**src/rtl/dbuf_pkg.sv**
```systemverilog
package dbuf_pkg;
  localparam int AW     = 32;
  localparam int DW     = 32;
  localparam int LANES  = DW / 8;
  localparam int OFF_W  = $clog2(LANES);
  localparam int WORD_W = AW - 2;
  localparam int PAIR_W = AW - 3;

  typedef enum logic [1:0] {
    DEV_8  = 2'b00,
    DEV_16 = 2'b01,
    DEV_32 = 2'b10
  } dev_size_e;

  typedef enum logic [1:0] {
    ST_IDLE,
    ST_MEM,
    ST_IO
  } seq_state_e;

  typedef struct packed {
    logic [WORD_W-1:0] waddr;
    logic              we;
    logic [1:0]        size;
    logic [LANES-1:0]  be;
    logic [DW-1:0]     wdata;
  } req_t;

  function automatic logic [DW-1:0] lanes_to_bits(input logic [LANES-1:0] l);
    logic [DW-1:0] m;
    for (int i = 0; i < LANES; i++) m[8*i +: 8] = {8{l[i]}};
    return m;
  endfunction
endpackage

```
**src/rtl/dbuf_pair_latch.sv**
```systemverilog
module dbuf_pair_latch
  import dbuf_pkg::*;
(
  input  logic              clk,
  input  logic              rst_n,
  input  logic              fill_en,
  input  logic [PAIR_W-1:0] fill_tag,
  input  logic [DW-1:0]     fill_word0,
  input  logic [DW-1:0]     fill_word1,
  input  logic              inval_en,
  input  logic [PAIR_W-1:0] inval_tag,
  input  logic [PAIR_W-1:0] look_tag,
  input  logic              look_half,
  output logic              hit,
  output logic [DW-1:0]     hit_word
);
  logic              valid_q, valid_d;
  logic [PAIR_W-1:0] tag_q;
  logic [DW-1:0]     word0_q, word1_q;

  always_comb begin
    valid_d = valid_q;
    if (inval_en && (inval_tag == tag_q)) valid_d = 1'b0;
    if (fill_en) valid_d = 1'b1;
  end

  always_ff @(posedge clk or negedge rst_n) begin
    if (!rst_n) valid_q <= 1'b0;
    else        valid_q <= valid_d;
  end

  always_ff @(posedge clk) begin
    if (fill_en) begin
      tag_q   <= fill_tag;
      word0_q <= fill_word0;
      word1_q <= fill_word1;
    end
  end

  assign hit      = valid_q && (tag_q == look_tag);
  assign hit_word = look_half ? word1_q : word0_q;
endmodule

```
**src/rtl/dbuf_lane_steer.sv**
```systemverilog
module dbuf_lane_steer
  import dbuf_pkg::*;
(
  input  logic [1:0]       size,
  input  logic [LANES-1:0] pend,
  input  logic [DW-1:0]    wdata,
  input  logic [DW-1:0]    io_rdata,
  output logic [LANES-1:0] lanes,
  output logic [OFF_W-1:0] off,
  output logic [DW-1:0]    placed,
  output logic [DW-1:0]    io_wdata
);
  logic [OFF_W-1:0] low;
  logic [DW-1:0]    keep;

  always_comb begin
    low = '0;
    for (int i = LANES - 1; i >= 0; i--) begin
      if (pend[i]) low = OFF_W'(i);
    end
  end

  always_comb begin
    unique case (dev_size_e'(size))
      DEV_8: begin
        off   = low;
        lanes = LANES'(1) << low;
        keep  = DW'(32'h0000_00FF);
      end
      DEV_16: begin
        off   = {low[OFF_W-1], 1'b0};
        lanes = low[OFF_W-1] ? 4'b1100 : 4'b0011;
        keep  = DW'(32'h0000_FFFF);
      end
      default: begin
        off   = '0;
        lanes = '1;
        keep  = '1;
      end
    endcase
  end

  assign placed   = (io_rdata & keep) << {off, 3'b000};
  assign io_wdata = wdata >> {off, 3'b000};
endmodule

```
**src/rtl/dbuf_seq.sv**
```systemverilog
module dbuf_seq
  import dbuf_pkg::*;
#(
  parameter int MEM_WAIT = 3,
  parameter int IO_WAIT  = 2
) (
  input  logic              clk,
  input  logic              rst_n,
  input  logic              cpu_req,
  input  logic              cpu_we,
  input  logic              cpu_io,
  input  logic [1:0]        cpu_size,
  input  logic [WORD_W-1:0] cpu_addr,
  input  logic [LANES-1:0]  cpu_be,
  input  logic [DW-1:0]     cpu_wdata,
  input  logic              hit,
  input  logic [DW-1:0]     hit_word,
  input  logic [DW-1:0]     mem_rdata0,
  input  logic [DW-1:0]     mem_rdata1,
  input  logic [LANES-1:0]  st_lanes,
  input  logic [OFF_W-1:0]  st_off,
  input  logic [DW-1:0]     st_placed,
  output logic [1:0]        st_size,
  output logic [LANES-1:0]  st_pend,
  output logic [DW-1:0]     st_wdata,
  output logic              fill_en,
  output logic [PAIR_W-1:0] fill_tag,
  output logic              inval_en,
  output logic              cpu_rdy,
  output logic [DW-1:0]     cpu_rdata,
  output logic              mem_cyc,
  output logic              mem_we,
  output logic [WORD_W-1:0] mem_addr,
  output logic [LANES-1:0]  mem_be,
  output logic [DW-1:0]     mem_wdata,
  output logic              io_cyc,
  output logic              io_we,
  output logic [AW-1:0]     io_addr
);
  localparam int MAX_WAIT = (MEM_WAIT > IO_WAIT) ? MEM_WAIT : IO_WAIT;
  localparam int CNT_W    = $clog2(MAX_WAIT + 1);
  localparam logic [CNT_W-1:0] MEM_LOAD = CNT_W'(MEM_WAIT - 1);
  localparam logic [CNT_W-1:0] IO_LOAD  = CNT_W'(IO_WAIT - 1);

  seq_state_e       state_q, state_d;
  logic             rdy_q, rdy_d;
  req_t             req_q, req_d;
  logic             req_en;
  logic [CNT_W-1:0] cnt_q, cnt_d;
  logic [LANES-1:0] pend_q, pend_d;
  logic [DW-1:0]    acc_q, acc_d;
  logic [DW-1:0]    rdata_q, rdata_d;
  logic [DW-1:0]    acc_new;
  logic [LANES-1:0] pend_left;

  assign acc_new   = acc_q | (st_placed & lanes_to_bits(st_lanes & req_q.be));
  assign pend_left = pend_q & ~st_lanes;

  always_comb begin
    state_d  = state_q;
    rdy_d    = 1'b0;
    req_d    = req_q;
    req_en   = 1'b0;
    cnt_d    = cnt_q;
    pend_d   = pend_q;
    acc_d    = acc_q;
    rdata_d  = rdata_q;
    fill_en  = 1'b0;
    inval_en = 1'b0;
    unique case (state_q)
      ST_IDLE: begin
        if (cpu_req) begin
          req_en = 1'b1;
          req_d  = '{waddr: cpu_addr, we: cpu_we, size: cpu_size,
                     be: cpu_be, wdata: cpu_wdata};
          if (cpu_io) begin
            state_d = ST_IO;
            cnt_d   = IO_LOAD;
            pend_d  = cpu_be;
            acc_d   = '0;
          end else if (cpu_we) begin
            inval_en = 1'b1;
            state_d  = ST_MEM;
            cnt_d    = MEM_LOAD;
          end else if (hit) begin
            rdy_d   = 1'b1;
            rdata_d = hit_word;
          end else begin
            state_d = ST_MEM;
            cnt_d   = MEM_LOAD;
          end
        end
      end
      ST_MEM: begin
        if (cnt_q == '0) begin
          rdy_d   = 1'b1;
          state_d = ST_IDLE;
          if (!req_q.we) begin
            fill_en = 1'b1;
            rdata_d = req_q.waddr[0] ? mem_rdata1 : mem_rdata0;
          end
        end else begin
          cnt_d = cnt_q - 1'b1;
        end
      end
      ST_IO: begin
        if (cnt_q == '0) begin
          acc_d  = acc_new;
          pend_d = pend_left;
          if (pend_left == '0) begin
            rdy_d   = 1'b1;
            rdata_d = acc_new;
            state_d = ST_IDLE;
          end else begin
            cnt_d = IO_LOAD;
          end
        end else begin
          cnt_d = cnt_q - 1'b1;
        end
      end
      default: state_d = ST_IDLE;
    endcase
  end

  always_ff @(posedge clk or negedge rst_n) begin
    if (!rst_n) begin
      state_q <= ST_IDLE;
      rdy_q   <= 1'b0;
    end else begin
      state_q <= state_d;
      rdy_q   <= rdy_d;
    end
  end

  always_ff @(posedge clk) begin
    if (req_en) req_q <= req_d;
    if (state_d != ST_IDLE || state_q != ST_IDLE) cnt_q <= cnt_d;
    if (req_en || state_q == ST_IO) begin
      pend_q <= pend_d;
      acc_q  <= acc_d;
    end
    if (rdy_d) rdata_q <= rdata_d;
  end

  assign fill_tag  = req_q.waddr[WORD_W-1:1];
  assign st_size   = req_q.size;
  assign st_pend   = pend_q;
  assign st_wdata  = req_q.wdata;
  assign cpu_rdy   = rdy_q;
  assign cpu_rdata = rdata_q;
  assign mem_cyc   = (state_q == ST_MEM);
  assign mem_we    = mem_cyc && req_q.we;
  assign mem_addr  = req_q.waddr;
  assign mem_be    = req_q.be;
  assign mem_wdata = req_q.wdata;
  assign io_cyc    = (state_q == ST_IO);
  assign io_we     = io_cyc && req_q.we;
  assign io_addr   = {req_q.waddr, st_off};
endmodule

```
**src/rtl/dbuf_bus_bridge.sv**
```systemverilog
module dbuf_bus_bridge
  import dbuf_pkg::*;
#(
  parameter int MEM_WAIT = 3,
  parameter int IO_WAIT  = 2
) (
  input  logic        clk,
  input  logic        rst_n,
  input  logic        cpu_req,
  input  logic        cpu_we,
  input  logic        cpu_io,
  input  logic [1:0]  cpu_size,
  input  logic [31:2] cpu_addr,
  input  logic [3:0]  cpu_be,
  input  logic [31:0] cpu_wdata,
  output logic [31:0] cpu_rdata,
  output logic        cpu_rdy,
  output logic        mem_cyc,
  output logic        mem_we,
  output logic [31:2] mem_addr,
  output logic [3:0]  mem_be,
  output logic [31:0] mem_wdata,
  input  logic [31:0] mem_rdata0,
  input  logic [31:0] mem_rdata1,
  output logic        io_cyc,
  output logic        io_we,
  output logic [31:0] io_addr,
  output logic [31:0] io_wdata,
  input  logic [31:0] io_rdata
);
  logic              hit;
  logic [DW-1:0]     hit_word;
  logic              fill_en, inval_en;
  logic [PAIR_W-1:0] fill_tag;
  logic [1:0]        st_size;
  logic [LANES-1:0]  st_pend, st_lanes;
  logic [OFF_W-1:0]  st_off;
  logic [DW-1:0]     st_wdata, st_placed;

  dbuf_pair_latch u_latch (
    .clk        (clk),
    .rst_n      (rst_n),
    .fill_en    (fill_en),
    .fill_tag   (fill_tag),
    .fill_word0 (mem_rdata0),
    .fill_word1 (mem_rdata1),
    .inval_en   (inval_en),
    .inval_tag  (cpu_addr[31:3]),
    .look_tag   (cpu_addr[31:3]),
    .look_half  (cpu_addr[2]),
    .hit        (hit),
    .hit_word   (hit_word)
  );

  dbuf_lane_steer u_steer (
    .size     (st_size),
    .pend     (st_pend),
    .wdata    (st_wdata),
    .io_rdata (io_rdata),
    .lanes    (st_lanes),
    .off      (st_off),
    .placed   (st_placed),
    .io_wdata (io_wdata)
  );

  dbuf_seq #(.MEM_WAIT(MEM_WAIT), .IO_WAIT(IO_WAIT)) u_seq (
    .clk        (clk),
    .rst_n      (rst_n),
    .cpu_req    (cpu_req),
    .cpu_we     (cpu_we),
    .cpu_io     (cpu_io),
    .cpu_size   (cpu_size),
    .cpu_addr   (cpu_addr),
    .cpu_be     (cpu_be),
    .cpu_wdata  (cpu_wdata),
    .hit        (hit),
    .hit_word   (hit_word),
    .mem_rdata0 (mem_rdata0),
    .mem_rdata1 (mem_rdata1),
    .st_lanes   (st_lanes),
    .st_off     (st_off),
    .st_placed  (st_placed),
    .st_size    (st_size),
    .st_pend    (st_pend),
    .st_wdata   (st_wdata),
    .fill_en    (fill_en),
    .fill_tag   (fill_tag),
    .inval_en   (inval_en),
    .cpu_rdy    (cpu_rdy),
    .cpu_rdata  (cpu_rdata),
    .mem_cyc    (mem_cyc),
    .mem_we     (mem_we),
    .mem_addr   (mem_addr),
    .mem_be     (mem_be),
    .mem_wdata  (mem_wdata),
    .io_cyc     (io_cyc),
    .io_we      (io_we),
    .io_addr    (io_addr)
  );
endmodule

```
**config.mk**
```make
export PLATFORM = sky130hd
export DESIGN_NAME = dbuf_bus_bridge
export DESIGN_NICKNAME = d
export VERILOG_FILES = /design/src/rtl/dbuf_pkg.sv /design/src/rtl/dbuf_pair_latch.sv /design/src/rtl/dbuf_lane_steer.sv /design/src/rtl/dbuf_seq.sv /design/src/rtl/dbuf_bus_bridge.sv
export SDC_FILE = /design/constraint.sdc
export NUM_CORES = 1
export LEC_CHECK = 0
export BUFFER_PORTS_ARGS = -buffer_cell sky130_fd_sc_hd__buf_4
export CORE_ASPECT_RATIO = 2
export CORE_MARGIN = 4
export CORE_UTILIZATION = 30
export CTS_CLUSTER_SIZE = 20
export DETAILED_ROUTE_END_ITERATION = 8
export PLACE_DENSITY_LB_ADDON = 0.3
export SLEW_MARGIN = 20
export SYNTH_ARGS = -nofsm -noshare
export SYNTH_HDL_FRONTEND = slang
export SYNTH_HIERARCHICAL = 1
export SYNTH_SLANG_ARGS = --single-unit
```
**constraint.sdc**
```tcl
create_clock -name clk -period 7.4 [get_ports clk]
set_input_delay 1.48 -clock clk [delete_from_list [all_inputs] [get_ports clk]]
set_output_delay 1.48 -clock clk [all_outputs]
set_load 0.01 [all_outputs]
```
==> results of run 1 <==
-- flip-flops by register name, indices dropped and copies added (netlist names), 4 cells and up --
register,flops
u_seq/cpu_rdata,32
u_seq/st_pend,4
u_seq/mem_wdata,32
u_seq/acc_q,32
u_seq/mem_addr,30
u_seq/mem_be,4
u_latch/word0_q,32
u_latch/word1_q,32
u_latch/tag_q,29
-- cell usage in the layout, fill, tap and decap left out, types with 7 or more instances in the layout --
cell type	n
buf_4	346
inv_1	8
a221o_1	8
nor2b_1	37
nor4_1	7
and3_1	25
xnor2_1	38
o21ai_0	12
nand2_1	44
nor2_1	42
xor2_1	20
mux2_2	58
nand4_1	10
edfxtp_1	232
a22oi_1	16
a22o_1	8
mux2_1	10
a21oi_1	98
clkbuf_16	25
a31oi_1	32
-- layout make-up --
type | count | area [µm²] | share of cell area [%]
Tap cell | 525 | 657 | 4.47
Inverter | 9 | 35.0 | 0.238
Clock inverter | 19 | 178 | 1.21
Antenna cell | 2 | 5.00 | 0.0340
Clock buffer | 27 | 633 | 4.31
Sequential cell | 236 | 7070 | 48.1
Timing Repair Buffer | 346 | 2600 | 17.7
Multi-Input combinational cell | 508 | 3530 | 24.0
-- cell families (layout without fill, tap and decap cells) --
kind of cell / after synthesis / in the layout
compound gates: 186 / 186
xor+xnor: 58 / 58
simple gates: 188 / 188
other cells: 0 / 2
mux: 70 / 70
flops: 236 / 236
fa+ha+maj: 6 / 6
buf+inv: 219 / 401
-- through the flow --
step	power (W)	std cells	hold slack (ns)	area, µm²	util, %
floorplan	0.00326	963	0.495	12100	-
global placement	0.00379	1624	0.474	13900	35.1
detailed placement	0.00382	1624	0.473	13900	35.1
CTS	0.00511	1670	0.467	14700	37.2
global route	0.00534	1671	0.502	14700	37.2
finish	0.00504	1672	0.476	14700	37.2
-- cell usage after synthesis (all sizes together), types with 2 or more instances --
library cell,n
nand3,3
edfxtp,232
a21oi,99
mux2,68
a22o,8
ha,6
a22oi,16
inv,8
a31oi,32
o21bai,2
buf,178
and2,4
nand2,44
a221o,8
o22ai,2
dfrtp,4
nor2,44
o21ai,13
or2,2
nor3,2
nor2b,39
and3,26
nor4,9
xnor2,38
nand4,10
clkbuf,32
mux2i,2
xor2,20
nand2b,2
-- worst max-delay path: stages, from the launching register on --
cell and delay [ns]:
edfxtp_1 0.82, or3_4 0.57, clkinv_2 0.55, nor2_2 0.88, a221o_1 0.32, buf_4 0.14
-- metal layers --
layer | routed length (µm) | part of all wire [%] | track usage [%] | up-vias
met5 | 27 | 0.074 | 0 | -
met4 | 968 | 2.7 | 5.25 | 4
met3 | 2650 | 7.3 | 4.05 | 48
met2 | 20300 | 56 | 30.6 | 249
met1 | 12500 | 34 | 16.9 | 3815
li1 | - | - | - | 3674
-- power by group through the flow --
| stage | combinational (W) | sequential [W] | clock [W] |
|---|---|---|---|
| finish | 0.00175 | 0.00203 | 0.00126 |
| global route | 0.00192 | 0.00205 | 0.00136 |
| CTS | 0.00177 | 0.00203 | 0.00131 |
| detailed placement | 0.00176 | 0.00205 | 0 |
| global placement | 0.00174 | 0.00205 | 0 |
| floorplan | 0.00126 | 0.00201 | 0 |
-- path summary, 6_finish.rpt --
kind | start | end | slack [ns] | depth (start not counted)
setup / recovery | u_seq/st_size[1] | io_wdata[9] | 2.10 | 5
hold / removal | u_seq/mem_addr[17] | u_latch/tag_q[16] | 0.48 | 0
setup reg to reg | u_seq/st_size[1] | u_seq/cpu_rdata[7] | 2.59 | 8
hold reg to reg | u_seq/mem_addr[17] | u_latch/tag_q[16] | 0.48 | 0
max in group asynchronous | rst_n | u_latch/valid_q | 6.58 | 1
min in group asynchronous | rst_n | u_seq/cpu_rdy | 0.72 | 1
==> out/metrics.yaml, run 1 <==
clocking:
  numCtsBuffers: 25
  cts-resized-gates: 0
  clock_latency_ns: 0.55
  cts.sinks: 236
  tritoncts: "built"
  root_buffer: "clkbuf_16"
  clk_transition_reported_paths_ns: 0.07
  cts_hold_buf: 0
  clk_path_buf_depth: 3
  post_cts_buffers: 0
  cts_htree_levels: 1
grt:
  grt_usage_pct: 16.1
  overflow: 0
  grt_pass1_wl_mm: 52.8
  antenna_found_initial: 4
  grt_pass1_vias: 8318
  grt_max_degree: 72
setup_path:
  crit_required_ns: 5.92
  path_class: "flip-flop to output port"
  worst_setup_path_end_kind: "output port"
  cp_max_fo: 49
  arrival_ns: 3.82
  start_kind: "flip-flop"
logic_synthesis:
  synth_area_leaders: "edfxtp_1 58%, buf_4 10%, mux2_2 5.4%"
  yosys.area_share.adder_pct: 0.623
  synth_xor_area_share_pct: 4.21
  synthFlopType: "edfxtp_1"
  netlist_instances: 963
  ys_warn_count: 6
  synth_compound_area_share_pct: 9.27
  yosysUniqueCellTypes: 53
  synth_nets: 1138
  muxShareOfSynthArea_pct: 6.52
  synth_top_area_share_pct: 57.8
  synthArstFlopShare_pct: 1.69
  syn_avg_cell_area_um2: 12.5
  yosys_register_bits: 236
  synth_top_family_by_area: "buffers and inverters"
  yosysTopAreaCell: "edfxtp_1"
  syn-cell-area_um2: 12100
  synthSimpleGateAreaFrac_pct: 8.34
  ys_seq_area_share_pct: 58.6
  synth_edf_count: 232
sta:
  finalSetupViolCount: 0
  grt_setup_unrepaired: "false"
  fin_ws_ns: 2.10
  worst_pin_slew_ns: 1.04
  min_period_ns: 5.30
  max_freq_mhz: 189
  final_hold_viol_count: 0
  min_period_over_period_pct: 71.6
  relSlewSlack_pct: 30.7
  slew_viol_final: 0
  finClkSkew_ns: 0.0263
  fin_tns_setup_ns: 0
cells_and_area:
  num-nets-final: 1301
  fillCellCount: 3897
  area_growth_syn_to_layout_pct: 22.0
  drive_gt1_share_pct: 40.2
floorplanning:
  io_pins: 336
  die_area_um2: 43600
  fp.dieH_um: 291
  coreArea_um2: 39600
  die_w_um: 150
  start_util_pct: 30.5
  placement_rows: 103
run_status:
  status: "complete, no violations"
power:
  powerDensity_nw_per_um2: 343
  peakVddDrop_mv: 0.246
  p_leak_nw: 5.59
  seq_power_share_pct: 40.2
  combPwrFrac_pct: 34.8
  p_int_w: 0.00330
  p_clk_share_pct: 25.1
  switchingPower_w: 0.00174
  swShare_pct: 34.5
drt:
  dr.first_iter.drc_count: 479
  drc: 0
  drt-vias-per-instance: 4.66
  wl_per_cell_um: 21.8
  first_pass_iters: 4
  wl_mm: 36.5
  postRouteAntennaNets: 0
  vias: 7790
min_path:
  hold_class: "flip-flop to flip-flop"
placed_design:
  place_ws_ns: 2.60
  place_hpwl_mm: 27.2
  routabilityCongestion: 0.827
  port_buffers: 335
run:
  maxCapViolCount: 0
Power figures use the tool's default switching activity.
==> run 2: changes to the inputs <==
==> constraint.sdc (replaced) <==
create_clock -name clk -period 5.32 [get_ports clk]
set_input_delay 1.064 -clock clk [delete_from_list [all_inputs] [get_ports clk]]
set_output_delay 1.064 -clock clk [all_outputs]
set_load 0.01 [all_outputs]
==> run 2 against run 1 <==
Clock skew decreased by 0.010 ns; sequential cell count unchanged; global-route usage increased by 0.092 points; via count increased by 0.50%; first-iteration DRC count decreased by 14%; count of clock-buffer cells in the layout increased by 1.
==> out/metrics.yaml, run 2 (synthesis results as in run 1) <==
clocking:
  cts.sinks: 236  # unchanged
  clock_latency_ns: 0.53  # -0.02 ns
  post_cts_buffers: 0  # unchanged
  root_buffer: "clkbuf_16"
  clk_transition_reported_paths_ns: 0.06  # about the same
  cts_htree_levels: 1  # unchanged
  tritoncts: "built"
  cts-resized-gates: 0  # unchanged
  numCtsBuffers: 23  # -8.0%
  clk_path_buf_depth: 3  # unchanged
  cts_hold_buf: 0  # unchanged
sta:
  finClkSkew_ns: 0.0159  # -0.0104 ns
  grt_setup_unrepaired: "false"
  fin_ws_ns: 0.788  # -1.31 ns
  relSlewSlack_pct: 29.3  # -1.4 points
  worst_pin_slew_ns: 1.06  # +0.0189 ns
  holdWs_ns: 0.335  # -0.141 ns
  fin_tns_setup_ns: 0  # unchanged
  finalSetupViolCount: 0  # unchanged
  min_period_over_period_pct: 85.2
  final_hold_viol_count: 0  # unchanged
  min_period_ns: 4.53
  slew_viol_final: 0  # unchanged
  max_freq_mhz: 221
setup_path:
  crit_top_cell: "buf_4"
  crit_chain: "nor3_1 > o21ai_2 > buf_4 > inv_1 > nor2_2 > buf_4 > a221o_1 > buf_4"
  critPathTopFamily: "buffers and inverters"
  start_kind: "flip-flop"
  arrival_ns: 3.47  # -0.35 ns
  worst_setup_path_end_kind: "output port"
  slowest_delay_ns: 0.72  # -0.16 ns
  critPathSlowestCell: "edfxtp_1"
  crit_required_ns: 4.26  # -1.66 ns
  path_buf_inv: 4  # +2
  cp_max_fo: 33  # -33%
  path_class: "flip-flop to output port"
floorplanning:
  die_w_um: 150  # unchanged
  die_area_um2: 43600  # unchanged
  placement_rows: 103  # unchanged
  start_util_pct: 30.5  # unchanged
  fp.dieH_um: 291  # unchanged
  coreArea_um2: 39600  # unchanged
  io_pins: 336  # unchanged
grt:
  grt_pass1_vias: 8458  # +1.7%
  grt_pass1_wl_mm: 53.2  # +0.89%
  grt_usage_pct: 16.2  # +0.092 points
  overflow: 0  # unchanged
  grt_max_degree: 72  # unchanged
  antenna_found_initial: 5  # +1
drt:
  drt-vias-per-instance: 4.68  # +0.50%
  postRouteAntennaNets: 0  # unchanged
  wl_per_cell_um: 22.1  # +0.95%
  first_pass_iters: 4  # unchanged
  drc: 0  # unchanged
  wl_mm: 36.9  # +0.95%
  vias: 7829  # +0.50%
  dr.first_iter.drc_count: 414  # -14%
placed_design:
  port_buffers: 335  # unchanged
  routabilityCongestion: 0.836  # +1.0%
  place_hpwl_mm: 27.2  # about the same
  place_ws_ns: 0.989  # -1.61 ns
power:
  p_leak_nw: 5.56  # -0.51%
  peakVddDrop_mv: 0.281  # +14%
  powerDensity_nw_per_um2: 468  # +37%
cells_and_area:
  area_growth_syn_to_layout_pct: 21.4
  fillCellCount: 3896  # -0.026%
  layout_commonest_cell: "buf_4"
  seq_area_um2: 7070  # unchanged
  multi_input_area_um2: 3530  # unchanged
  num-nets-final: 1303  # +0.15%
  layout_common_cells: "349 x buf_4, 232 x edfxtp_1, 98 x a21oi_1"
  drive_gt1_share_pct: 40.2  # about the same
run_status:
  status: "complete, no violations"
run:
  maxCapViolCount: 0  # unchanged
min_path:
  hold_class: "input pin to async pin"
## run 2: changes by cell type in the layout (fill, tap and decap cells not counted), sizes merged
cell / previous run / this run
clkinv: 13 / 9
diode: 2 / 4
clkbuf: 27 / 28
buf: 346 / 350
inv: 9 / 10
clkinvlp: 3 / 1
bufinv: 3 / 1
## run 2: power breakdown
part / total, W / internal [W] / switching, W
Sequential: 0.00282 / 0.00261 / 0.000209
Clock: 0.00158 / 0.000849 / 0.000726
Combinational: 0.00245 / 0.000983 / 0.00147
Total: 0.00685 / 0.00445 / 0.00240
## run 2: area by class of cell
type / instances / share of cell area [%]
antenna: 4 / 0.0684
clock buffer: 28 / 4.06
clock inverter: 12 / 0.658
inverter: 9 / 0.239
multi-input combinational: 508 / 24.1
sequential: 236 / 48.3
tap: 525 / 4.49
timing repair buffer: 350 / 18.0
## run 2: worst paths after layout
check / startpoint / to / slack (ns) / cells after the start
worst max register to register: u_seq/st_size[1] / u_seq/cpu_rdata[1] / 1.33 / 10
worst min-delay path: rst_n / u_latch/valid_q / 0.33 / 1
worst max-delay path: u_seq/st_size[1] / io_wdata[9] / 0.79 / 8
min in group clk: u_seq/mem_addr[6] / u_latch/tag_q[5] / 0.49 / 0
worst min register to register: u_seq/mem_addr[6] / u_latch/tag_q[5] / 0.49 / 0
max in group asynchronous: rst_n / u_seq/cpu_rdy / 4.88 / 1
## run 2: through the flow
| stage | utilization, % | total power [W] | area (µm²) | instances |
|---|---|---|---|---|
| 3_3_place_gp | 35.2 | 0.00530 | 13900 | 1628 |
| 3_5_place_dp | 35.2 | 0.00534 | 13900 | 1628 |
| 6_report | 37.0 | 0.00685 | 14600 | 1672 |
| 4_1_cts | 37.0 | 0.00695 | 14600 | 1668 |
| 2_1_floorplan | - | 0.00454 | 12100 | 963 |
| 5_1_grt | 37.0 | 0.00724 | 14600 | 1671 |
## run 2: layer usage
metal / vias to the layer above / wire length [µm] / global-route usage (%)
li1: 3674 / - / -
met1: 3771 / 12700 / 17.2
met2: 307 / 19900 / 29.9
met3: 75 / 2470 / 3.33
met4: 2 / 1730 / 7.62
met5: - / 20 / 0
==> run 3: changes to the inputs <==
--- a/config.mk
+++ b/config.mk
@@ -11,6 +11,7 @@
 export CORE_UTILIZATION = 30
 export CTS_CLUSTER_SIZE = 20
 export DETAILED_ROUTE_END_ITERATION = 8
+export MAX_ROUTING_LAYER = met4
 export PLACE_DENSITY_LB_ADDON = 0.3
 export SLEW_MARGIN = 20
 export SYNTH_ARGS = -nofsm -noshare
==> run 3 against run 2 <==
Worst hold slack got worse by 0.0033 ns; non-clock buffer count unchanged; die area unchanged; via count decreased by 0.18%; routed wire length about the same; clock power about the same; register-to-register slack improved by 0.04 ns; clock skew decreased by 0.0031 ns; count of clock-buffer cells in the layout unchanged; critical path depth unchanged; critical endpoint is now io_wdata[10].
==> out/metrics.yaml, run 3 (synthesis results as in run 1) <==
run_status:
  status: "complete, no violations"
floorplanning:
  start_util_pct: 30.5  # unchanged
  die_area_um2: 43600  # unchanged
  coreArea_um2: 39600  # unchanged
  io_pins: 336  # unchanged
  placement_rows: 103  # unchanged
  die_w_um: 150  # unchanged
  fp.dieH_um: 291  # unchanged
clocking:
  clock_latency_ns: 0.53  # about the same
  post_cts_buffers: 0  # unchanged
  clk_path_buf_depth: 3  # unchanged
  cts_htree_levels: 1  # unchanged
  cts.sinks: 236  # unchanged
  clk_transition_reported_paths_ns: 0.06  # about the same
  cts-resized-gates: 0  # unchanged
  tritoncts: "built"
  root_buffer: "clkbuf_16"
  numCtsBuffers: 23  # unchanged
  cts_hold_buf: 0  # unchanged
placed_design:
  placed_cells: 1628  # unchanged
  post_dp_cell_area_um2: 13900  # unchanged
  routabilityCongestion: 0.849  # +1.5%
  port_buffers: 335  # unchanged
  place_hpwl_mm: 27.2  # unchanged
cells_and_area:
  layout_commonest_cell: "buf_4"
  area_growth_syn_to_layout_pct: 21.4  # about the same
  num-nets-final: 1303  # unchanged
  fin_area_um2: 14600  # about the same
  fillCellCount: 3897  # +0.026%
  layout_common_cells: "349 x buf_4, 232 x edfxtp_1, 98 x a21oi_1"
  drive_gt1_share_pct: 40.2  # unchanged
  seq_area_um2: 7070  # unchanged
  multi_input_area_um2: 3530  # unchanged
  instances_no_fill: 1673  # +0.060%
grt:
  grt_max_degree: 72  # unchanged
  antenna_found_initial: 5  # unchanged
  overflow: 0  # unchanged
  grt_pass1_vias: 8461  # +0.035%
  grt_usage_pct: 16.6  # +0.46 points
  grt_pass1_wl_mm: 53.2  # -0.10%
sta:
  finalSetupViolCount: 0  # unchanged
  grt_setup_unrepaired: "false"
  finClkSkew_ns: 0.0128  # -0.00306 ns
  fin_tns_setup_ns: 0  # unchanged
  worst_pin_slew_ns: 1.05  # -0.0137 ns
  holdWs_ns: 0.332  # -0.00328 ns
  relSlewSlack_pct: 30.2  # +0.92 points
  min_period_over_period_pct: 84.7  # -0.50 points
  max_freq_mhz: 222  # +0.59%
  min_period_ns: 4.51  # -0.0265 ns
  slew_viol_final: 0  # unchanged
  final_hold_viol_count: 0  # unchanged
setup_path:
  crit_required_ns: 4.26  # about the same
  r2r-end: "u_seq/cpu_rdata[1]"
  arrival_ns: 3.44  # -0.03 ns
  reg2reg_slack_ns: 1.37  # +0.04 ns
  reg2reg_from: "u_seq/st_size[1]"
  cp_max_fo: 33  # unchanged
  worst-r2r-cell-count: 10  # unchanged
  start_kind: "flip-flop"
  path_class: "flip-flop to output port"
  worst_setup_path_end_kind: "output port"
drt:
  postRouteAntennaNets: 0  # unchanged
  wl_mm: 36.9  # about the same
  first_pass_iters: 5  # +1
  dr.first_iter.drc_count: 463  # +12%
  vias: 7815  # -0.18%
  drt-vias-per-instance: 4.67  # -0.24%
  drc: 0  # unchanged
  wl_per_cell_um: 22.0  # about the same
power:
  p_leak_nw: 5.56  # unchanged
  p_clk_share_pct: 23.0  # about the same
  combPwrFrac_pct: 35.8  # about the same
  p_int_w: 0.00445  # about the same
  powerDensity_nw_per_um2: 468  # about the same
  seq_power_share_pct: 41.2  # about the same
  switchingPower_w: 0.00241  # +0.15%
  total_power_w: 0.00685  # about the same
  swShare_pct: 35.1  # about the same
  peakVddDrop_mv: 0.280  # -0.34%
min_path:
  hold_class: "input pin to async pin"
run:
  maxCapViolCount: 0  # unchanged
run 3: cell types whose count changed in the layout (fill, tap and decap cells not counted), sizes merged:
cell,delta
diode,+1
run 3: per-layer routing:
layer  vias up  track usage, %  share of wire [%]
met1      3784            17.4                 35
met5         -               -                  0
met3        70            3.04                6.5
met2       286            29.9                 54
li1       3675               -                  -
met4         0            7.62                4.2
run 3: worst max-delay path by stage:
| stage | from | cells after the start | end | slack (ns) |
|---|---|---|---|---|
| global placement | cpu_addr[16] | 10 | u_seq/cpu_rdata[1] | 1.05 |
| global route | u_seq/st_size[1] | 8 | io_wdata[10] | 0.56 |
| floorplan | cpu_addr[16] | 8 | u_seq/cpu_rdata[0] | 0.52 |
| CTS | u_seq/st_size[1] | 8 | io_wdata[10] | 0.75 |
| finish | u_seq/st_size[1] | 8 | io_wdata[10] | 0.81 |
| detailed placement | cpu_addr[16] | 10 | u_seq/cpu_rdata[4] | 0.99 |
run 3: power by group through the flow:
stage | sequential [W] | clock [W] | combinational (W)
floorplan | 0.00279 | 0 | 0.00175
global placement | 0.00285 | 0 | 0.00245
detailed placement | 0.00286 | 0 | 0.00248
CTS | 0.00283 | 0.00163 | 0.00249
global route | 0.00286 | 0.00170 | 0.00268
finish | 0.00282 | 0.00158 | 0.00245
run 3: cell type report:
| type | instances | share of cell area [%] |
|---|---|---|
| sequential | 236 | 48.3 |
| multi-input combinational | 508 | 24.1 |
| timing repair buffer | 350 | 18.0 |
| tap | 525 | 4.49 |
| clock buffer | 28 | 4.06 |
| clock inverter | 12 | 0.658 |
| inverter | 9 | 0.239 |
| antenna | 5 | 0.0855 |
run 3: worst max-delay path, stage by stage (launching register included):
cell and delay (ns):
edfxtp_1 0.71, nor3_1 0.32, o21ai_2 0.08, buf_4 0.24, inv_1 0.65, nor2_2 0.10, buf_4 0.24, a221o_1 0.39
buf_4 0.15
run 3: stage by stage:
step | setup WS (ns) | utilization [%]
2_1_floorplan | 0.515 | -
5_1_grt | 0.560 | 37.0
6_report | 0.815 | 37.0
3_5_place_dp | 0.989 | 35.2
4_1_cts | 0.749 | 37.0
3_3_place_gp | 1.05 | 35.2
